==> src/rtl/blm_pkg.sv <==
package blm_pkg;

    typedef enum logic [3:0] {
        OP_ANDN        = 4'd0,
        OP_LSB_ISO     = 4'd1,
        OP_LSB_CLR     = 4'd2,
        OP_LSB_MSK     = 4'd3,
        OP_CLR_TONES   = 4'd4,
        OP_SET_TZEROS  = 4'd5,
        OP_LCB_ISO_INV = 4'd6,
        OP_LCB_ISO     = 4'd7,
        OP_LCB_MSK     = 4'd8,
        OP_LCB_SET     = 4'd9,
        OP_LSB_ISO_INV = 4'd10,
        OP_TONES_INV   = 4'd11,
        OP_TZ_MSK      = 4'd12,
        OP_FIELD_EXT   = 4'd13,
        OP_ZERO_HIGH   = 4'd14,
        OP_RESERVED    = 4'd15
    } blm_op_e;

    // Selects the decrement direction of the shared adder.
    function automatic logic op_uses_dec(blm_op_e op);
        unique case (op)
            OP_LSB_ISO, OP_LSB_CLR, OP_LSB_MSK,
            OP_SET_TZEROS, OP_LSB_ISO_INV, OP_TZ_MSK: return 1'b1;
            default:                                  return 1'b0;
        endcase
    endfunction

endpackage

==> src/rtl/blm_incdec.sv <==
module blm_incdec #(
    parameter int W = 32
) (
    input  logic [W-1:0] x,
    input  logic         dec,
    output logic [W-1:0] sum
);
    // One adder: x + 1 or x + all-ones (that is, x - 1), modulo 2^W.
    logic [W-1:0] addend;

    always_comb begin
        addend = dec ? {W{1'b1}} : {{(W-1){1'b0}}, 1'b1};
        sum    = x + addend;
    end
endmodule

==> src/rtl/blm_field.sv <==
module blm_field #(
    parameter int W = 32
) (
    input  logic [W-1:0] x,
    input  logic [7:0]   start,
    input  logic [7:0]   len,
    input  logic [7:0]   index,
    output logic [W-1:0] extract,
    output logic [W-1:0] zero_high
);
    logic [W-1:0] shifted;
    logic [W-1:0] len_mask;
    logic [W-1:0] idx_mask;

    // Shift with an out-of-range guard.
    always_comb begin
        if (int'(start) >= W) shifted = '0;
        else                  shifted = x >> start;
    end

    // Per-bit masks: a bit survives when its position is below the limit.
    for (genvar i = 0; i < W; i++) begin : g_mask
        assign len_mask[i] = (int'(len)   > i);
        assign idx_mask[i] = (int'(index) > i);
    end

    assign extract   = shifted & len_mask;
    assign zero_high = x & idx_mask;
endmodule

==> src/rtl/blm_combine.sv <==
module blm_combine #(
    parameter int W = 32
) (
    input  blm_pkg::blm_op_e op,
    input  logic [W-1:0]     x,
    input  logic [W-1:0]     y,
    input  logic [W-1:0]     sum,
    input  logic [W-1:0]     extract,
    input  logic [W-1:0]     zero_high,
    output logic [W-1:0]     res
);
    import blm_pkg::*;

    always_comb begin
        unique case (op)
            OP_ANDN:        res = ~x & y;
            OP_LSB_ISO:     res = x & ~sum;     // -x == ~(x - 1)
            OP_LSB_CLR:     res = x & sum;
            OP_LSB_MSK:     res = x ^ sum;
            OP_CLR_TONES:   res = x & sum;
            OP_SET_TZEROS:  res = x | sum;
            OP_LCB_ISO_INV: res = x | ~sum;
            OP_LCB_ISO:     res = ~x & sum;
            OP_LCB_MSK:     res = x ^ sum;
            OP_LCB_SET:     res = x | sum;
            OP_LSB_ISO_INV: res = ~x | sum;
            OP_TONES_INV:   res = ~x | sum;
            OP_TZ_MSK:      res = ~x & sum;
            OP_FIELD_EXT:   res = extract;
            OP_ZERO_HIGH:   res = zero_high;
            default:        res = '0;
        endcase
    end
endmodule

==> src/rtl/blm_alu.sv <==
module blm_alu #(
    parameter int W = 32   // must be at least 16: y[15:8] carries the field length
) (
    input  logic         clk,
    input  logic         rst_n,
    input  logic         in_valid,
    input  logic [3:0]   in_op,
    input  logic [W-1:0] in_x,
    input  logic [W-1:0] in_y,
    output logic         out_valid,
    output logic [W-1:0] out_result,
    output logic         out_zero
);
    import blm_pkg::*;

    blm_op_e      op;
    logic [W-1:0] sum;
    logic [W-1:0] extract;
    logic [W-1:0] zero_high;
    logic [W-1:0] res;

    assign op = blm_op_e'(in_op);

    blm_incdec #(.W(W)) u_incdec (
        .x   (in_x),
        .dec (op_uses_dec(op)),
        .sum (sum)
    );

    blm_field #(.W(W)) u_field (
        .x         (in_x),
        .start     (in_y[7:0]),
        .len       (in_y[15:8]),
        .index     (in_y[7:0]),
        .extract   (extract),
        .zero_high (zero_high)
    );

    blm_combine #(.W(W)) u_combine (
        .op        (op),
        .x         (in_x),
        .y         (in_y),
        .sum       (sum),
        .extract   (extract),
        .zero_high (zero_high),
        .res       (res)
    );

    always_ff @(posedge clk or negedge rst_n) begin
        if (!rst_n) begin
            out_valid  <= 1'b0;
            out_result <= '0;
            out_zero   <= 1'b0;
        end else begin
            out_valid <= in_valid;
            if (in_valid) begin
                out_result <= res;
                out_zero   <= (res == '0);
            end
        end
    end

    p_valid_follow_r1: assert property (@(posedge clk) disable iff (!rst_n)
        in_valid |=> out_valid);
    p_valid_idle_r1: assert property (@(posedge clk) disable iff (!rst_n)
        !in_valid |=> !out_valid);
    p_hold_r2: assert property (@(posedge clk) disable iff (!rst_n)
        !in_valid |=> ($stable(out_result) && $stable(out_zero)));
    p_iso_onehot_r4: assert property (@(posedge clk) disable iff (!rst_n)
        (in_valid && in_op == OP_LSB_ISO) |=> $onehot0(out_result));
    p_clr_count_r4: assert property (@(posedge clk) disable iff (!rst_n)
        (in_valid && in_op == OP_LSB_CLR && in_x != '0) |=>
        ($countones(out_result) + 1 == $countones($past(in_x))));
    p_zero_flag_r11: assert property (@(posedge clk) disable iff (!rst_n)
        out_valid |-> (out_zero == (out_result == '0)));
    p_reserved_r12: assert property (@(posedge clk) disable iff (!rst_n)
        (in_valid && in_op == OP_RESERVED) |=> (out_result == '0));
endmodule

==> config.mk <==
export PLATFORM = sky130hd
export DESIGN_NAME = blm_alu
export DESIGN_NICKNAME = d
export VERILOG_FILES = /design/src/rtl/blm_pkg.sv /design/src/rtl/blm_incdec.sv /design/src/rtl/blm_field.sv /design/src/rtl/blm_combine.sv /design/src/rtl/blm_alu.sv
export SDC_FILE = /design/constraint.sdc
export NUM_CORES = 1
export LEC_CHECK = 0
export ABC_AREA = 1
export BUFFER_PORTS_ARGS = -buffer_cell sky130_fd_sc_hd__buf_2
export CORE_MARGIN = 2
export CORE_UTILIZATION = 60
export DETAILED_ROUTE_END_ITERATION = 8
export PLACE_DENSITY = 0.81
export SLEW_MARGIN = 20
export SYNTH_ARGS = -nofsm -noshare
export SYNTH_HDL_FRONTEND = slang
export SYNTH_SLANG_ARGS = --single-unit
==> constraint.sdc <==
create_clock -name clk -period 0.9 [get_ports clk]
set_input_delay 0.09 -clock clk [delete_from_list [all_inputs] [get_ports clk]]
set_output_delay 0.09 -clock clk [all_outputs]
set_load 0.03 [all_outputs]
==> out/results.ini, run 1 <==
[clock_network]
clock_sinks=34
cts_buffer_depth=2
post_cts_buffers=92
cts_buffers=5
hold_buffers=1
post_cts_resized=463
root_buffer=clkbuf_16
htree_levels=2

[die]
num_rows=46
die_w_um=132
start_util_pct=61.5
io_pins=105
die_h_um=132

[logic_synthesis]
ys.flop_type=dfrtp_1
syn_area_per_cell_um2=5.13
synthArstFlopShare_pct=100
yosysSeqAreaShare_pct=8.67
yosysTopAreaCell=nand2_1
synth_cell_types=46
syn_nets=2047
syn_area_mm2=0.00981
yosysTopAreaCellShare_pct=22.3
synth-edff-count=0
yosysWarningCount=0
ys_ff_latch=34
synth_cells=1911
ys_top_cells_by_area=nand2_1, nand3_1, inv_1

[placement]
io_buffers=104
dp_hpwl_um=39500
globalplace.congestion=1.15

[outcome]
status=did not finish
firstError=[ERROR DPL-0038] Utilization greater than 100%, impossible to legalize
lastStage=clock tree synthesis

[logic make-up after synthesis]
| kind of cell | Yosys count | synth area share, % |
|---|---|---|
| AO/OA/AOI/OAI | 201 | 12.0 |
| AND/OR/NAND/NOR | 1251 | 54.6 |
| XOR/XNOR | 32 | 2.86 |
| adder cells (fa/ha/maj) | 65 | 8.37 |
| flip-flops | 34 | 8.67 |
| buffers and inverters | 328 | 13.5 |
[cells in the mapped netlist (4+ instances only)]
cell      instances
nand2_1         584
nand3_1         357
inv_1           246
nor2_1          227
ha_1             64
o21ai_0          60
a21oi_1          59
dfrtp_1          34
nor3_1           31
xor2_1           31
buf_2            30
a31oi_1          28
clkbuf_1         25
nand4_1          17
o22a_1           14
o22ai_1          14
nand3b_1         11
inv_2             9
nand2_2           7
o21bai_1          7
buf_1             6
a211oi_1          5
buf_4             5
and2_1            4
buf_6             4
nor2_2            4
nor2_4            4
[per-stage QoR]
step | instances | hold slack, ns | cell area [µm²] | TNS [ns] | worst slack [ns]
after floorplan | 1911 | -0.206 | 10300 | -57.58 | -2.22
after global placement | 2580 | 0.0577 | 13900 | -69.75 | -2.60
after detailed placement | 2580 | 0.0643 | 13900 | -74.35 | -2.83
==> inputs of run 2 (changes only) <==
--- a/config.mk
+++ b/config.mk
@@ -8,9 +8,9 @@
 export ABC_AREA = 1
 export BUFFER_PORTS_ARGS = -buffer_cell sky130_fd_sc_hd__buf_2
 export CORE_MARGIN = 2
-export CORE_UTILIZATION = 60
+export CORE_UTILIZATION = 40
 export DETAILED_ROUTE_END_ITERATION = 8
-export PLACE_DENSITY = 0.81
+export PLACE_DENSITY_LB_ADDON = 0.15
 export SLEW_MARGIN = 20
 export SYNTH_ARGS = -nofsm -noshare
 export SYNTH_HDL_FRONTEND = slang
==> run 2 against run 1 <==
Area after synthesis did not move. The flow now finishes, with violations (design-rule violations, negative setup slack). Synthesized cell count did not move.
==> out/results.ini, run 2 <==
[outcome]
status=complete, but fails checks
violations=design-rule violations, negative setup slack

[sta]
fmax_ghz=0.278
tightestPinTransition_ns=0.766
layout_setup_ws_ns=-2.70
maxSlewViolCount=0
finalHoldViolCount=0
maxSlewHeadroom_pct=48.3
fin_crit_sh_pct=400
holdWs_ns=0.194
grt_setup_unrepaired=yes
setup_viol=66
final.setup_skew_ns=0
period_needed_ns=3.60

[detailed_routing]
vias_per_cell=6.02
wl_per_cell_um=23.2
drtAntennaViolNets=0
via_count=17100
dr.first_iter.drc_count=2435
route.detailed.drc=125
wl_um=65900
first_pass_iters=9

[placement]
io_buffers=104
placed_cells=2756
globalplace.congestion=1.05
dp_hpwl_um=45500

[worst_setup_path]
r2r_slack_ns=0.02
cpMostUsedCell=nand2_1
slowest_delay_ns=0.30
critPathRequiredTime_ns=1.14
crit_path_max_fanout=5
slowest_stage=nand2_1
end_kind=flop
critPathKind=input port to flop
startpoint_type=input port
arrival_ns=3.84

[clock_network]
cts_buffer_depth=2
htree_levels=2
clk_latency_ns=0.29
cts_buffers=5
cts_tree=yes
path_clk_slew_ns=0.06
clock_sinks=34
root_buffer=clkbuf_16

[logic_synthesis]
synthArstFlopShare_pct=100
yosysTopAreaCell=nand2_1
ys_top_cells_by_area=nand2_1, nand3_1, inv_1
yosysTopAreaCellShare_pct=22.3
synth_cells=1911
ys.flop_type=dfrtp_1
ys_ff_latch=34
synth-edff-count=0
syn_nets=2047
yosysSeqAreaShare_pct=8.67
syn_area_mm2=0.00981
synth.most_common_cell=nand2_1
syn_area_per_cell_um2=5.13
synth_cell_types=46
yosysWarningCount=0
ys_top_cells_by_count=nand2_1, nand3_1, inv_1

[global_routing]
grt.total_usage_pct=44.0
grt-ovfl-total=0
grt_max_degree=34
grt_pass1_vias=15600
antenna_found_initial=3
grt_pass1_wl_um=87300

[layout]
fin_nets=2654
largest_register=out_result
drive_gt1_share_pct=43.7
syn_to_final_growth_pct=80.9
largest_reg_flops=32
final_common_cell=buf_4
final_cell_mix=buf_4, nand2_1, nand3_1, inv_1, nor2_1
layout.cells.non_filler=2845
largestRegisters=out_result x32, out_valid x1, out_zero x1

[die]
core_region_area_mm2=0.0242
num_rows=57
die_h_um=161
io_pins=105
die_w_um=161
die-area_mm2=0.0258
start_util_pct=40.6

[power]
power_density_mw_per_mm2=1090
p_leak_nw=9.39
peakVddDrop_uv=844

[worst_hold_path]
hold_class=input port to async pin

[job]
maxCapViolations=0

[run 2: cell counts after synthesis]
No cell type changed its count.
[run 2: layout make-up]
cell class                 instances  area, µm²
timing repair buffer             670       5510
antenna                            2       5.00
inverter                         258       1020
tap                              324        405
fill                            1898       6430
multi-input combinational       1549       9810
clock buffer                       6        139
clock inverter                     2       12.5
sequential                        34        851
[run 2: kinds of logic (layout without fill, tap and decap cells)]
group / Yosys count / after routing / synth area share [%]
fa+ha+maj: 65 / 65 / 8.37
xor+xnor: 32 / 32 / 2.86
compound gates: 201 / 201 / 12.0
flops: 34 / 34 / 8.67
simple gates: 1251 / 1251 / 54.6
other cells: 0 / 2 / 0
buf+inv: 328 / 936 / 13.5
[run 2: power breakdown]
group | total [mW] | internal [mW] | switching (mW)
Clock | 1.83 | 1.10 | 0.729
Sequential | 1.99 | 1.79 | 0.202
Combinational | 15.5 | 6.68 | 8.86
Total | 19.4 | 9.57 | 9.79
[run 2: worst max-delay path, delay by kind of cell]
kind                       cells  cell delay [ns]
and+or+nand+nor               19             2.11
buffers and inverters          7             0.82
adders and majority gates      2             0.52
AOI/OAI and AO/OA              2             0.28
[run 2: metrics by stage]
stage / setup WS, ns / TNS [ns] / utilization [%] / total power [mW] / instance area (µm²)
after floorplan: -2.22 / -57.58 / - / 7.66 / 10300
after CTS: -2.19 / -57.90 / 69.0 / 17.1 / 16700
after detailed placement: -2.89 / -73.45 / 60.5 / 13.1 / 14600
final: -2.70 / -67.79 / 73.4 / 19.4 / 17700
after global routing: -2.80 / -71.28 / 73.4 / 20.2 / 17700
after global placement: -2.87 / -71.54 / 60.5 / 12.9 / 14600
[run 2: path summary, 6_finish.rpt]
| path | start | endpoint | cells past startpoint |
|---|---|---|---|
| setup / recovery | in_op[0] | out_zero$_DFFE_PN0P_ | 30 |
| hold / removal | rst_n | out_result[24]$_DFFE_PN0P_ | 2 |
| setup reg to reg | out_result[12]$_DFFE_PN0P_ | out_result[12]$_DFFE_PN0P_ | 3 |
| hold reg to reg | out_result[15]$_DFFE_PN0P_ | out_result[15]$_DFFE_PN0P_ | 2 |
| max in group asynchronous | rst_n | out_result[8]$_DFFE_PN0P_ | 3 |
| min in group clk | in_valid | out_valid$_DFF_PN0_ | 2 |
[run 2: repair_timing]
action,in CTS,in global routing
endpoints found under the setup margin,67,67
buffers inserted,54,28
resized for setup,358,212
cloned,3,2
endpoints found under the hold margin,34,0
pin swaps,82,68
hold buffers,1,0
[run 2: per-layer routing]
layer / up-vias / part of all wire, % / global-route usage (%)
met5: - / 0.094 / 0
met2: 1398 / 42 / 71.0
met4: 2 / 10 / 26.8
met1: 7767 / 35 / 54.2
met3: 499 / 13 / 8.45
li1: 7467 / - / -
Power figures use the tool's default switching activity.
